### src/rtl/snoop_filter_pkg.sv
package snoop_filter_pkg;

  // Reason an entry carries no data probe; ordered by precedence.
  typedef enum logic [1:0] {
    RSN_NOSNOOP = 2'd0,
    RSN_STACK   = 2'd1,
    RSN_FILTER  = 2'd2,
    RSN_NONE    = 2'd3
  } reason_e;

  localparam int N_REASONS = 3;

  // Strobes from control to datapath.
  typedef struct packed {
    logic load;   // capture a new miss into the stage
    logic drain;  // the stage entry leaves this cycle
    logic fresh;  // filter answer for the stage arrives this cycle
  } stage_ctl_t;

endpackage

### src/rtl/snoop_filter_ctrl.sv
module snoop_filter_ctrl
  import snoop_filter_pkg::*;
(
  input  logic       clk,
  input  logic       rstN,
  input  logic       inValid,
  input  logic       qReady,
  output logic       inReady,
  output logic       qValid,
  output stage_ctl_t ctl
);

  logic stageValid;
  logic freshQ;

  assign inReady   = qReady;
  assign ctl.load  = inValid && qReady;
  assign ctl.drain = stageValid && qReady;
  assign ctl.fresh = freshQ;
  assign qValid    = stageValid;

  always_ff @(posedge clk) begin
    if (!rstN) begin
      stageValid <= 1'b0;
      freshQ     <= 1'b0;
    end else begin
      freshQ <= ctl.load;
      if (ctl.load)       stageValid <= 1'b1;
      else if (ctl.drain) stageValid <= 1'b0;
    end
  end


  accept_then_valid_chk: assert property (@(posedge clk) disable iff (!rstN)
    (inValid && inReady) |=> qValid);


  stall_holds_entry_chk: assert property (@(posedge clk) disable iff (!rstN)
    (qValid && !qReady) |=> qValid);

endmodule

### src/rtl/snoop_filter_dp.sv
module snoop_filter_dp
  import snoop_filter_pkg::*;
#(
  parameter int N_CORES = 4,
  parameter int ADDR_W  = 32,
  parameter int CNT_W   = 16,
  localparam int CORE_W = (N_CORES > 1) ? $clog2(N_CORES) : 1
) (
  input  logic              clk,
  input  logic              rstN,
  input  stage_ctl_t        ctl,
  input  logic              qValid,
  input  logic              qReady,
  input  logic [CORE_W-1:0] inCore,
  input  logic [ADDR_W-1:0] inAddr,
  input  logic              inStore,
  input  logic              inStack,
  input  logic              inNoSnoop,
  input  logic              codeStatic,
  input  logic              bfHit,
  output logic              bfRdEn,
  output logic [ADDR_W-1:0] bfRdAddr,
  output logic [CORE_W-1:0] qCore,
  output logic [ADDR_W-1:0] qAddr,
  output logic [N_CORES-1:0] qMask,
  output logic              qNoProbe,
  output logic              qIcSnoop,
  output logic [CNT_W-1:0]  cntStack,
  output logic [CNT_W-1:0]  cntNoSnoop,
  output logic [CNT_W-1:0]  cntFilter
);

  logic [CORE_W-1:0] stgCore;
  logic [ADDR_W-1:0] stgAddr;
  logic              stgStore;
  logic              stgStack;
  logic              stgNoSnoop;
  logic              stgStatic;
  logic              hitHeld;
  logic              hitNow;
  logic              probeOn;
  reason_e           reason;
  logic [CNT_W-1:0]  cnt [N_REASONS];

  // Filter lookup only for misses that reach the filter stage of the decision.
  assign bfRdEn   = ctl.load && !inStack && !inNoSnoop;
  assign bfRdAddr = inAddr;

  always_ff @(posedge clk) begin
    if (!rstN) begin
      stgCore    <= '0;
      stgAddr    <= '0;
      stgStore   <= 1'b0;
      stgStack   <= 1'b0;
      stgNoSnoop <= 1'b0;
      stgStatic  <= 1'b0;
      hitHeld    <= 1'b0;
    end else begin
      if (ctl.fresh) hitHeld <= bfHit;
      if (ctl.load) begin
        stgCore    <= inCore;
        stgAddr    <= inAddr;
        stgStore   <= inStore;
        stgStack   <= inStack;
        stgNoSnoop <= inNoSnoop;
        stgStatic  <= codeStatic;
      end
    end
  end

  assign hitNow = ctl.fresh ? bfHit : hitHeld;

  always_comb begin
    if (stgNoSnoop)   reason = RSN_NOSNOOP;
    else if (stgStack) reason = RSN_STACK;
    else if (!hitNow)  reason = RSN_FILTER;
    else               reason = RSN_NONE;
  end

  assign probeOn = (reason == RSN_NONE);

  for (genvar c = 0; c < N_CORES; c++) begin : g_mask
    assign qMask[c] = probeOn && (stgCore != CORE_W'(c));
  end

  assign qCore    = stgCore;
  assign qAddr    = stgAddr;
  assign qNoProbe = !probeOn;
  assign qIcSnoop = stgStore && !stgStatic;

  for (genvar r = 0; r < N_REASONS; r++) begin : g_cnt
    always_ff @(posedge clk) begin
      if (!rstN)
        cnt[r] <= '0;
      else if (ctl.drain && (reason == reason_e'(r)))
        cnt[r] <= cnt[r] + 1'b1;
    end
  end

  assign cntNoSnoop = cnt[RSN_NOSNOOP];
  assign cntStack   = cnt[RSN_STACK];
  assign cntFilter  = cnt[RSN_FILTER];


  own_bit_clear_chk: assert property (@(posedge clk) disable iff (!rstN)
    qValid |-> !qMask[qCore]);


  nosnoop_silent_chk: assert property (@(posedge clk) disable iff (!rstN)
    (qValid && stgNoSnoop) |-> (qMask == '0));


  stall_stable_chk: assert property (@(posedge clk) disable iff (!rstN)
    (qValid && !qReady) |=> ($stable(qMask) && $stable(qCore) && $stable(qAddr)));


  cnt_step_chk: assert property (@(posedge clk) disable iff (!rstN)
    ##1 ((cntStack - $past(cntStack)) <= CNT_W'(1)) &&
        ((cntNoSnoop - $past(cntNoSnoop)) <= CNT_W'(1)) &&
        ((cntFilter - $past(cntFilter)) <= CNT_W'(1)));

endmodule

### src/rtl/snoop_dispatch_filter.sv
module snoop_dispatch_filter
  import snoop_filter_pkg::*;
#(
  parameter int N_CORES = 4,
  parameter int ADDR_W  = 32,
  parameter int CNT_W   = 16,
  localparam int CORE_W = (N_CORES > 1) ? $clog2(N_CORES) : 1
) (
  input  logic               clk,
  input  logic               rstN,
  input  logic               inValid,
  output logic               inReady,
  input  logic [CORE_W-1:0]  inCore,
  input  logic [ADDR_W-1:0]  inAddr,
  input  logic               inStore,
  input  logic               inStack,
  input  logic               inNoSnoop,
  input  logic               codeStatic,
  output logic               bfRdEn,
  output logic [ADDR_W-1:0]  bfRdAddr,
  input  logic               bfHit,
  output logic               qValid,
  input  logic               qReady,
  output logic [CORE_W-1:0]  qCore,
  output logic [ADDR_W-1:0]  qAddr,
  output logic [N_CORES-1:0] qMask,
  output logic               qNoProbe,
  output logic               qIcSnoop,
  output logic [CNT_W-1:0]   cntStack,
  output logic [CNT_W-1:0]   cntNoSnoop,
  output logic [CNT_W-1:0]   cntFilter
);

  stage_ctl_t ctl;

  snoop_filter_ctrl u_ctrl (
    .clk     (clk),
    .rstN    (rstN),
    .inValid (inValid),
    .qReady  (qReady),
    .inReady (inReady),
    .qValid  (qValid),
    .ctl     (ctl)
  );

  snoop_filter_dp #(
    .N_CORES (N_CORES),
    .ADDR_W  (ADDR_W),
    .CNT_W   (CNT_W)
  ) u_dp (
    .clk        (clk),
    .rstN       (rstN),
    .ctl        (ctl),
    .qValid     (qValid),
    .qReady     (qReady),
    .inCore     (inCore),
    .inAddr     (inAddr),
    .inStore    (inStore),
    .inStack    (inStack),
    .inNoSnoop  (inNoSnoop),
    .codeStatic (codeStatic),
    .bfHit      (bfHit),
    .bfRdEn     (bfRdEn),
    .bfRdAddr   (bfRdAddr),
    .qCore      (qCore),
    .qAddr      (qAddr),
    .qMask      (qMask),
    .qNoProbe   (qNoProbe),
    .qIcSnoop   (qIcSnoop),
    .cntStack   (cntStack),
    .cntNoSnoop (cntNoSnoop),
    .cntFilter  (cntFilter)
  );

endmodule

### config.mk
export PLATFORM = sky130hd
export DESIGN_NAME = snoop_dispatch_filter
export DESIGN_NICKNAME = d
export VERILOG_FILES = /design/src/rtl/snoop_filter_pkg.sv /design/src/rtl/snoop_filter_ctrl.sv /design/src/rtl/snoop_filter_dp.sv /design/src/rtl/snoop_dispatch_filter.sv
export SDC_FILE = /design/constraint.sdc
export NUM_CORES = 1
export LEC_CHECK = 0
export BUFFER_PORTS_ARGS = -buffer_cell sky130_fd_sc_hd__buf_4
export CORE_MARGIN = 3
export CORE_UTILIZATION = 40
export DETAILED_ROUTE_END_ITERATION = 8
export GPL_ROUTABILITY_DRIVEN = 0
export PLACE_DENSITY = 0.72
export SYNTH_ARGS = -nofsm -noshare
export SYNTH_HDL_FRONTEND = slang
export SYNTH_SLANG_ARGS = --single-unit
export TNS_END_PERCENT = 100
### constraint.sdc
create_clock -name clk -period 2.05 [get_ports clk]
set_input_delay 0.615 -clock clk [delete_from_list [all_inputs] [get_ports clk]]
set_output_delay 0.615 -clock clk [all_outputs]
set_load 0.01 [all_outputs]
==> flow_summary.ini, run 1 <==
[timing]
fin_worst_skew_ns = 0.00659
hold_viol = 0
maxSlewViolCount = 0
fin_crit_ns = 2.08
rsz0062_at_grt = true
finalSetupTns_ns = -0.0455
fin_crit_sh_pct = 101
worst_pin_slew_ns = 0.401
setup_viol = 3
relSlewSlack_pct = 73.3
fmax_mhz = 482
finalWorstSetupSlack_ns = -0.0262

[place]
io_buffer_count = 165
dp_cells = 714
dpl_worst_slack_ns = -0.0521
dp_hpwl_mm = 7.70
placed_area_um2 = 5590

[power_and_ir_drop]
leakage_nw = 2.28
switchingPower_w = 0.000899
finalPower_w = 0.00361
p_comb_share_pct = 13.5
powerDensity_nw_per_um2 = 623
clock_power_share_pct = 30.2
peakVddDrop_mv = 0.283
p_seq_share_pct = 56.3
p_int_w = 0.00271
sw_frac_of_total_pct = 24.9

[synthesis]
avgSynthCellArea_um2 = 9.75
synth-seq-cells = 89
seq_area_frac_synth_pct = 51.4
yosysTopAreaCell = edfxtp_1
yosysTopAreaCellShare_pct = 32.8
synth_area_um2 = 4400
ys_warn_count = 0
yosysUniqueCellTypes = 33
syn_inst = 451
synth_area_leaders = edfxtp_1 (33%), dfxtp_1 (19%), nand2_1 (7.9%)
synth_nets = 497

[worst_setup_path]
end_kind = primary output
r2r_end = u_dp.cnt[2][0]
cp_max_fo = 5
arrival_ns = 1.46
critPathKind = flip-flop to primary output
cp-start-kind = flip-flop
endpoint = qMask[0]
reg2reg_slack_ns = 0.41
worstPathRequired_ns = 1.43
rr_worst_depth = 6
startpoint = u_ctrl.freshQ
reg2reg_from = u_ctrl.freshQ

[global_routing]
track_usage_pct = 16.7
grt_pass1_wl_mm = 17.1
grt_max_degree = 40
grt_pass1_vias = 3634
antenna_found_initial = 0
grt_overflow = 0

[clock_tree]
clk_pin_slew_ns = 0.08
cts_max_level = 3
root_buffer = clkbuf_8
clk_path_buf_depth = 2
postCtsHoldBufs = 0
cts_tree = done
numCtsBuffers = 9
clk_latency_ns = 0.35
clock-sinks = 89

[detailed_routing]
vias = 3579
dr.first_iter.drc_count = 163
drc = 0
avgRoutedWirePerCell_um = 14.1
drt-vias-per-instance = 4.90
antenna_left = 0
wl_mm = 10.3
firstDrtPassIters = 4

[die]
chipWidth_um = 111
rows = 37
start_util_pct = 41.9
die-area_um2 = 12300
pin_count = 166
die_height_um = 111
core_um2 = 10500

[final_layout]
area_growth_pct = 31.6
drive_above_1_share_pct = 35.9
layout.nets = 636
fin_area_um2 = 5790
final_cells = 730
antenna_cells = 0

[status]
violations = setup timing
status = finished, violations left

[flow_run]
max-cap-violations = 0

[hold_path]
hp-class = flip-flop to flip-flop
placed cells by master, fill, tap and decap left out, types with 3 or more instances in the layout:
cell type,n
xnor2_1,25
nor3_1,10
nor2_1,39
a21oi_2,3
a21oi_1,6
xor2_1,11
nor4_1,4
or3_1,7
and3_1,3
a21boi_0,36
nor4_2,7
edfxtp_1,48
dfxtp_1,40
clkbuf_1,3
buf_4,177
nand3_1,16
ha_1,3
a21boi_1,3
nand4_4,3
nor2_2,4
clkbuf_8,11
inv_1,10
o21ai_0,5
nand4_1,10
nand2_1,93
per-layer routing:
layer / GRT usage, % / vias to the layer above / part of all wire [%]
met4: 4.68 / 0 / 0.96
met1: 20.3 / 1647 / 41
met5: 0 / - / 0
li1: - / 1781 / -
met3: 5.51 / 12 / 8.8
met2: 28.2 / 139 / 49
what timing repair did:
item / 4_1_cts / 5_1_grt
endpoints found under the hold margin: 0 / 0
setup buffers: 0 / 1
endpoints found under the setup margin: 4 / 4
cloned: 0 / 0
gates resized for setup: 2 / 4
cell usage after synthesis:
master / count
nand4_4: 3
nand3_1: 16
a21oi_1: 9
xnor2_1: 25
a21boi_0: 36
nand4_2: 1
inv_1: 10
and3b_1: 2
nor3_1: 10
clkbuf_1: 13
buf_2: 3
xor2_1: 11
nand2b_1: 2
nand3_2: 1
nor4_2: 7
nor2_1: 39
and2_1: 2
and3_1: 3
nor2_2: 4
and4_2: 1
nand4_1: 10
o21ai_0: 5
buf_4: 34
or3_1: 8
dfxtp_1: 41
nor4_1: 4
mux2i_1: 1
ha_1: 3
edfxtp_1: 48
nor2b_1: 2
a21boi_1: 3
nand2_1: 93
a211o_1: 1
state kept, by name, summed over array words and instances (netlist names):
| name | cells |
|---|---|
| u_dp.cnt | 48 |
| u_dp.qAddr | 32 |
| u_dp.qCore | 2 |
| u_ctrl.freshQ | 1 |
| u_ctrl.qValid | 1 |
| u_dp.hitHeld | 1 |
| u_dp.stgNoSnoop | 1 |
| u_dp.stgStack | 1 |
| u_dp.stgStatic | 1 |
| u_dp.stgStore | 1 |
cells by family (layout without fill, tap and decap cells):
logic type | count (synthesis) | count (layout) | synth area share [%]
multiplexers | 1 | 1 | 0.228
adder cells (fa/ha/maj) | 3 | 3 | 0.853
flip-flops | 89 | 89 | 51.4
AND/OR/NAND/NOR | 208 | 208 | 23.8
buffers and inverters | 60 | 203 | 8.11
XOR/XNOR | 36 | 36 | 7.17
AO/OA/AOI/OAI | 54 | 54 | 8.45
power groups by stage:
| stage | Combinational (W) | Sequential, W | Clock, W |
|---|---|---|---|
| after floorplan | 0.000211 | 0.00209 | 0 |
| after global placement | 0.000485 | 0.00207 | 0 |
| after detailed placement | 0.000490 | 0.00207 | 0 |
| after CTS | 0.000493 | 0.00203 | 0.00113 |
| after global routing | 0.000535 | 0.00205 | 0.00120 |
| final | 0.000488 | 0.00203 | 0.00109 |
through the flow:
step / util [%] / hold WS [ns]
finish: 55.1 / 0.462
floorplan: - / 0.435
detailed placement: 53.2 / 0.453
global route: 55.1 / 0.489
CTS: 54.9 / 0.466
global placement: 53.2 / 0.442
worst min path at each step:
| stage | start | to | slack (ns) | depth (start not counted) |
|---|---|---|---|---|
| after global routing | u_dp.qAddr[0] | u_dp.qAddr[0] | 0.49 | 2 |
| final | u_dp.qAddr[20] | u_dp.qAddr[20] | 0.46 | 2 |
| after CTS | u_dp.stgStatic | u_dp.stgStatic | 0.47 | 2 |
| after floorplan | u_dp.stgStatic | u_dp.stgStatic | 0.44 | 2 |
| after global placement | u_dp.qAddr[19] | u_dp.qAddr[19] | 0.44 | 2 |
| after detailed placement | u_dp.qAddr[20] | u_dp.qAddr[20] | 0.45 | 2 |
cell type report:
| class | count | area, µm² |
|---|---|---|
| fillers | 928 | 4720 |
| clock inverters | 1 | 5.00 |
| flip-flops and latches | 89 | 2260 |
| repair buffers | 178 | 1350 |
| clock buffers | 14 | 163 |
| inverters | 10 | 37.5 |
| well taps | 136 | 170 |
| multi-input cells | 302 | 1800 |
worst max-delay path, stage by stage (launching register included):
cell and delay (ns):
dfxtp_2 0.33, mux2i_2 0.14, or3_4 0.37, a21oi_1 0.13
buf_4 0.13
Power figures use the tool's default switching activity.
==> inputs of run 2 (changes only) <==
Settings changed: MAX_ROUTING_LAYER set to met4, SKIP_LAST_GASP set to 1.
==> run 2 against run 1 <==
- the flow still finishes with violations (setup timing)
- maximum frequency barely moved
- sequential share of layout area did not move
- combinational power barely moved
- worst hold slack improved by 0.00087 ns
- routed wire length fell by 0.11%
- critical path depth did not move
- non-clock buffer count did not move
- count of clock-buffer cells in the layout did not move
- clock skew barely moved
- flip-flop and latch count did not move
- setup slack improved by 0.0021 ns
- critical endpoint unchanged
==> flow_summary.ini, run 2 (same netlist as run 1, synthesis figures left out) <==
[die]
chipWidth_um = 111
start_util_pct = 41.9
die-area_um2 = 12300
rows = 37
die_height_um = 111
core_um2 = 10500
pin_count = 166

[global_routing]
antenna_found_initial = 0
grt_overflow = 0
grt_pass1_wl_mm = 17.1
grt_max_degree = 40
track_usage_pct = 17.1
grt_pass1_vias = 3644

[detailed_routing]
firstDrtPassIters = 4
avgRoutedWirePerCell_um = 14.1
vias = 3601
drc = 0
drt-vias-per-instance = 4.93
antenna_left = 0
wl_mm = 10.3
dr.first_iter.drc_count = 179

[worst_setup_path]
cp_max_fo = 5
arrival_ns = 1.46
r2r_end = u_dp.cnt[2][0]
reg2reg_from = u_ctrl.freshQ
worstPathRequired_ns = 1.43
cpMaxStageDelayCell = or3_4
reg2reg_slack_ns = 0.41
cp_slowest_stage_delay_ns = 0.37
cp-start-kind = flip-flop
path_cells = mux2i_2 > or3_4 > a21oi_1 > buf_4
end_kind = primary output
rr_worst_depth = 6
critPathKind = flip-flop to primary output

[hold_path]
hp-start = u_dp.stgStatic
min_to = u_dp.stgStatic
hold_depth = 2
hp-class = flip-flop to flip-flop

[timing]
maxSlewViolCount = 0
relSlewSlack_pct = 73.0
finalWorstSetupSlack_ns = -0.0241
setup_viol = 3
fin_worst_skew_ns = 0.00678
fin_crit_sh_pct = 101
fin_crit_ns = 2.07
worst_pin_slew_ns = 0.405
hold_viol = 0
finalSetupTns_ns = -0.0398
fmax_mhz = 482
rsz0062_at_grt = true

[final_layout]
final_core_util_pct = 55.1
drive_above_1_share_pct = 35.9
final_common_cell = buf_4
area_growth_pct = 31.6
antenna_cells = 0
layout.nets = 636
layout_common_cells = buf_4 (177), nand2_1 (93), edfxtp_1 (48)
largest_register_ffs = 48
regMostFlops = u_dp.cnt

[power_and_ir_drop]
sw_frac_of_total_pct = 24.9
p_int_w = 0.00271
p_comb_share_pct = 13.5
peakVddDrop_mv = 0.283
switchingPower_w = 0.000897
powerDensity_nw_per_um2 = 623
leakage_nw = 2.28
clock_power_share_pct = 30.1
p_seq_share_pct = 56.4

[status]
violations = setup timing
status = finished, violations left

[clock_tree]
clk_path_buf_depth = 2
numCtsBuffers = 9
clk_latency_ns = 0.35
clk_pin_slew_ns = 0.08
clock-sinks = 89
root_buffer = clkbuf_8
cts_tree = done
cts_max_level = 3

[place]
dpl_worst_slack_ns = -0.0521
dp_hpwl_mm = 7.70
io_buffer_count = 165

[flow_run]
max-cap-violations = 0
run 2: cell counts in the layout (fill, tap and decap cells not counted):
No cell type changed its count.
run 2: routing by layer:
| metal | global-route usage (%) | vias to the layer above | routed length [µm] | share of wire, % |
|---|---|---|---|---|
| li1 | - | 1780 | - | - |
| met1 | 20.8 | 1672 | 4300 | 42 |
| met2 | 28.2 | 139 | 5080 | 49 |
| met3 | 4.64 | 10 | 830 | 8.1 |
| met4 | 4.68 | 0 | 98 | 0.95 |
| met5 | - | - | 0 | 0 |
run 2: worst max-delay path by stage:
stage	endpoint	start
3_3_place_gp	qMask[0]	bfHit
4_1_cts	qMask[2]	u_ctrl.freshQ
3_5_place_dp	qMask[1]	bfHit
5_1_grt	qMask[0]	u_ctrl.freshQ
2_1_floorplan	qMask[0]	bfHit
6_report	qMask[0]	u_ctrl.freshQ
run 2: power groups by stage:
stage               Clock, W  Combinational, W  Sequential, W
floorplan                  0          0.000211        0.00209
global placement           0          0.000485        0.00207
detailed placement         0          0.000490        0.00207
CTS                  0.00113          0.000493        0.00203
global route         0.00120          0.000535        0.00205
finish               0.00109          0.000489        0.00203
run 2: worst max-delay path, delay by kind of cell (launching register included):
kind	cells	cell delay (ns)
multiplexers	1	0.14
AND/OR/NAND/NOR	1	0.37
AO/OA/AOI/OAI	1	0.13
flip-flops	1	0.33
buffers and inverters	1	0.13
run 2: what timing repair did:
action / in CTS / in global routing
gates resized for setup: 2 / 4
setup buffers: 0 / 1
hold buffers: 0 / 0
setup endpoints to repair: 4 / 4
run 2: metrics by stage:
step	hold WS [ns]	instances	power [W]	instance area [µm²]
2_1_floorplan	0.435	451	0.00231	4400
3_3_place_gp	0.442	714	0.00255	5590
3_5_place_dp	0.453	714	0.00256	5590
4_1_cts	0.466	729	0.00366	5770
5_1_grt	0.489	730	0.00378	5790
6_report	0.463	730	0.00361	5790
run 2: area by class of cell:
| class | count | area (µm²) |
|---|---|---|
| fill | 928 | 4720 |
| clock inverter | 1 | 5.00 |
| inverter | 10 | 37.5 |
| tap | 136 | 170 |
| multi-input combinational | 302 | 1800 |
| sequential | 89 | 2260 |
| clock buffer | 14 | 163 |
| timing repair buffer | 178 | 1350 |
==> inputs of run 3 (changes only) <==
Settings changed: BUFFER_PORTS_ARGS -buffer_cell sky130_fd_sc_hd__buf_4 to -buffer_cell sky130_fd_sc_hd__clkbuf_2, REMOVE_ABC_BUFFERS set to 1.
==> run 3 against run 2 <==
- the run still ends with setup timing left
- critical path depth is the same
- power shrank 2.3%
- design area shrank 6.7%
- via count shrank 0.47%
- clock power is essentially flat
- sequential share of layout area grew 2.8 points
==> flow_summary.ini, run 3 (same netlist as run 1, synthesis figures left out) <==
[status]
status = finished, violations left
violations = setup timing

[timing]
worst_pin_slew_ns = 0.401
fmax_mhz = 487
hold_viol = 0
relSlewSlack_pct = 73.2
maxSlewViolCount = 0
fin_worst_skew_ns = 0.00770
holdWs_ns = 0.459
finalWorstSetupSlack_ns = -0.00358
finalSetupTns_ns = -0.00673
setup_viol = 2
fin_crit_ns = 2.05
fin_crit_sh_pct = 100
rsz0062_at_grt = true

[final_layout]
layout_common_cells = clkbuf_2 (163), nand2_1 (93), edfxtp_1 (48)
layout.nets = 636
final_common_cell = clkbuf_2
largest_register_ffs = 48
drive_above_1_share_pct = 36.3
antenna_cells = 0
regMostFlops = u_dp.cnt
area_growth_pct = 22.8
fill_cells = 965

[worst_setup_path]
arrival_ns = 1.44
end_kind = primary output
worstPathRequired_ns = 1.43
rr_worst_depth = 5
endpoint = qMask[2]
critPathKind = flip-flop to primary output
reg2reg_from = u_dp.cnt[2][0]
r2r_end = u_dp.cnt[2][12]
cp-start-kind = flip-flop
reg2reg_slack_ns = 0.39
cp_max_fo = 5
startpoint = u_ctrl.freshQ

[hold_path]
hold_depth = 2
hp-class = flip-flop to flip-flop
hp-start = u_dp.stgStatic

[clock_tree]
numCtsBuffers = 9
cts_max_level = 3
cts_tree = done
clk_pin_slew_ns = 0.08
postCtsHoldBufs = 0
clk_latency_ns = 0.35
root_buffer = clkbuf_8
clk_path_buf_depth = 2
clock-sinks = 89

[place]
dp_hpwl_mm = 7.44
dpl_worst_slack_ns = -0.0691
io_buffer_count = 165

[detailed_routing]
dr.first_iter.drc_count = 171
wl_mm = 10.1
drt-vias-per-instance = 4.90
antenna_left = 0
vias = 3584
drc = 0
firstDrtPassIters = 4
avgRoutedWirePerCell_um = 13.9

[power_and_ir_drop]
leakage_nw = 2.19
peakVddDrop_mv = 0.294
powerDensity_nw_per_um2 = 652

[global_routing]
antenna_found_initial = 0
grt_max_degree = 40
grt_pass1_vias = 3477
grt_pass1_wl_mm = 16.7
grt_overflow = 0
track_usage_pct = 16.8

[die]
rows = 37
die_height_um = 111
start_util_pct = 41.9
core_um2 = 10500
chipWidth_um = 111
pin_count = 166
die-area_um2 = 12300

[flow_run]
max-cap-violations = 0
## run 3: per-stage QoR
stage	cell area (µm²)	cells	utilization [%]	power, W
finish	5400	731	51.4	0.00352
floorplan	4080	401	-	0.00222
global route	5400	731	51.4	0.00369
CTS	5390	731	51.3	0.00356
detailed placement	5210	715	49.6	0.00249
global placement	5210	715	49.6	0.00248
## run 3: power breakdown
part           total [W]  internal (W)  switching, W
Clock            0.00108      0.000491      0.000588
Sequential       0.00203       0.00195     0.0000783
Combinational   0.000414      0.000180      0.000234
Total            0.00352       0.00262      0.000900
## run 3: area by class of cell
| cell class | instances | area [µm²] | share of cell area (%) |
|---|---|---|---|
| clock buffers | 13 | 154 | 2.85 |
| flip-flops and latches | 89 | 2260 | 41.9 |
| well taps | 136 | 170 | 3.15 |
| multi-input cells | 302 | 1800 | 33.3 |
| repair buffers | 178 | 961 | 17.8 |
| clock inverters | 3 | 16.3 | 0.301 |
| inverters | 10 | 37.5 | 0.695 |
## run 3: per-layer routing
| metal | vias to the layer above | part of all wire (%) | global-route usage, % |
|---|---|---|---|
| li1 | 1790 | - | - |
| met1 | 1667 | 44 | 20.4 |
| met2 | 121 | 49 | 27.9 |
| met3 | 6 | 6.1 | 3.98 |
| met4 | 0 | 0.84 | 5.09 |
| met5 | - | 0 | - |
## run 3: worst min-delay path by stage
stage / endpoint / slack, ns
floorplan: u_dp.stgStatic / 0.44
global placement: u_dp.stgStatic / 0.44
detailed placement: u_dp.stgStatic / 0.45
CTS: u_dp.stgStatic / 0.46
global route: u_dp.qAddr[28] / 0.48
finish: u_dp.stgStatic / 0.46
## run 3: timing repair
action                     in CTS  in global routing
gates resized for setup         1                  8
setup endpoints to repair       4                  4
buffers inserted                0                  0
## run 3: critical path: stages, from the launching register on
cell	delay, ns
dfxtp_2	0.32
mux2i_1	0.12
or3_4	0.39
a21oi_2	0.12
buf_2	0.14
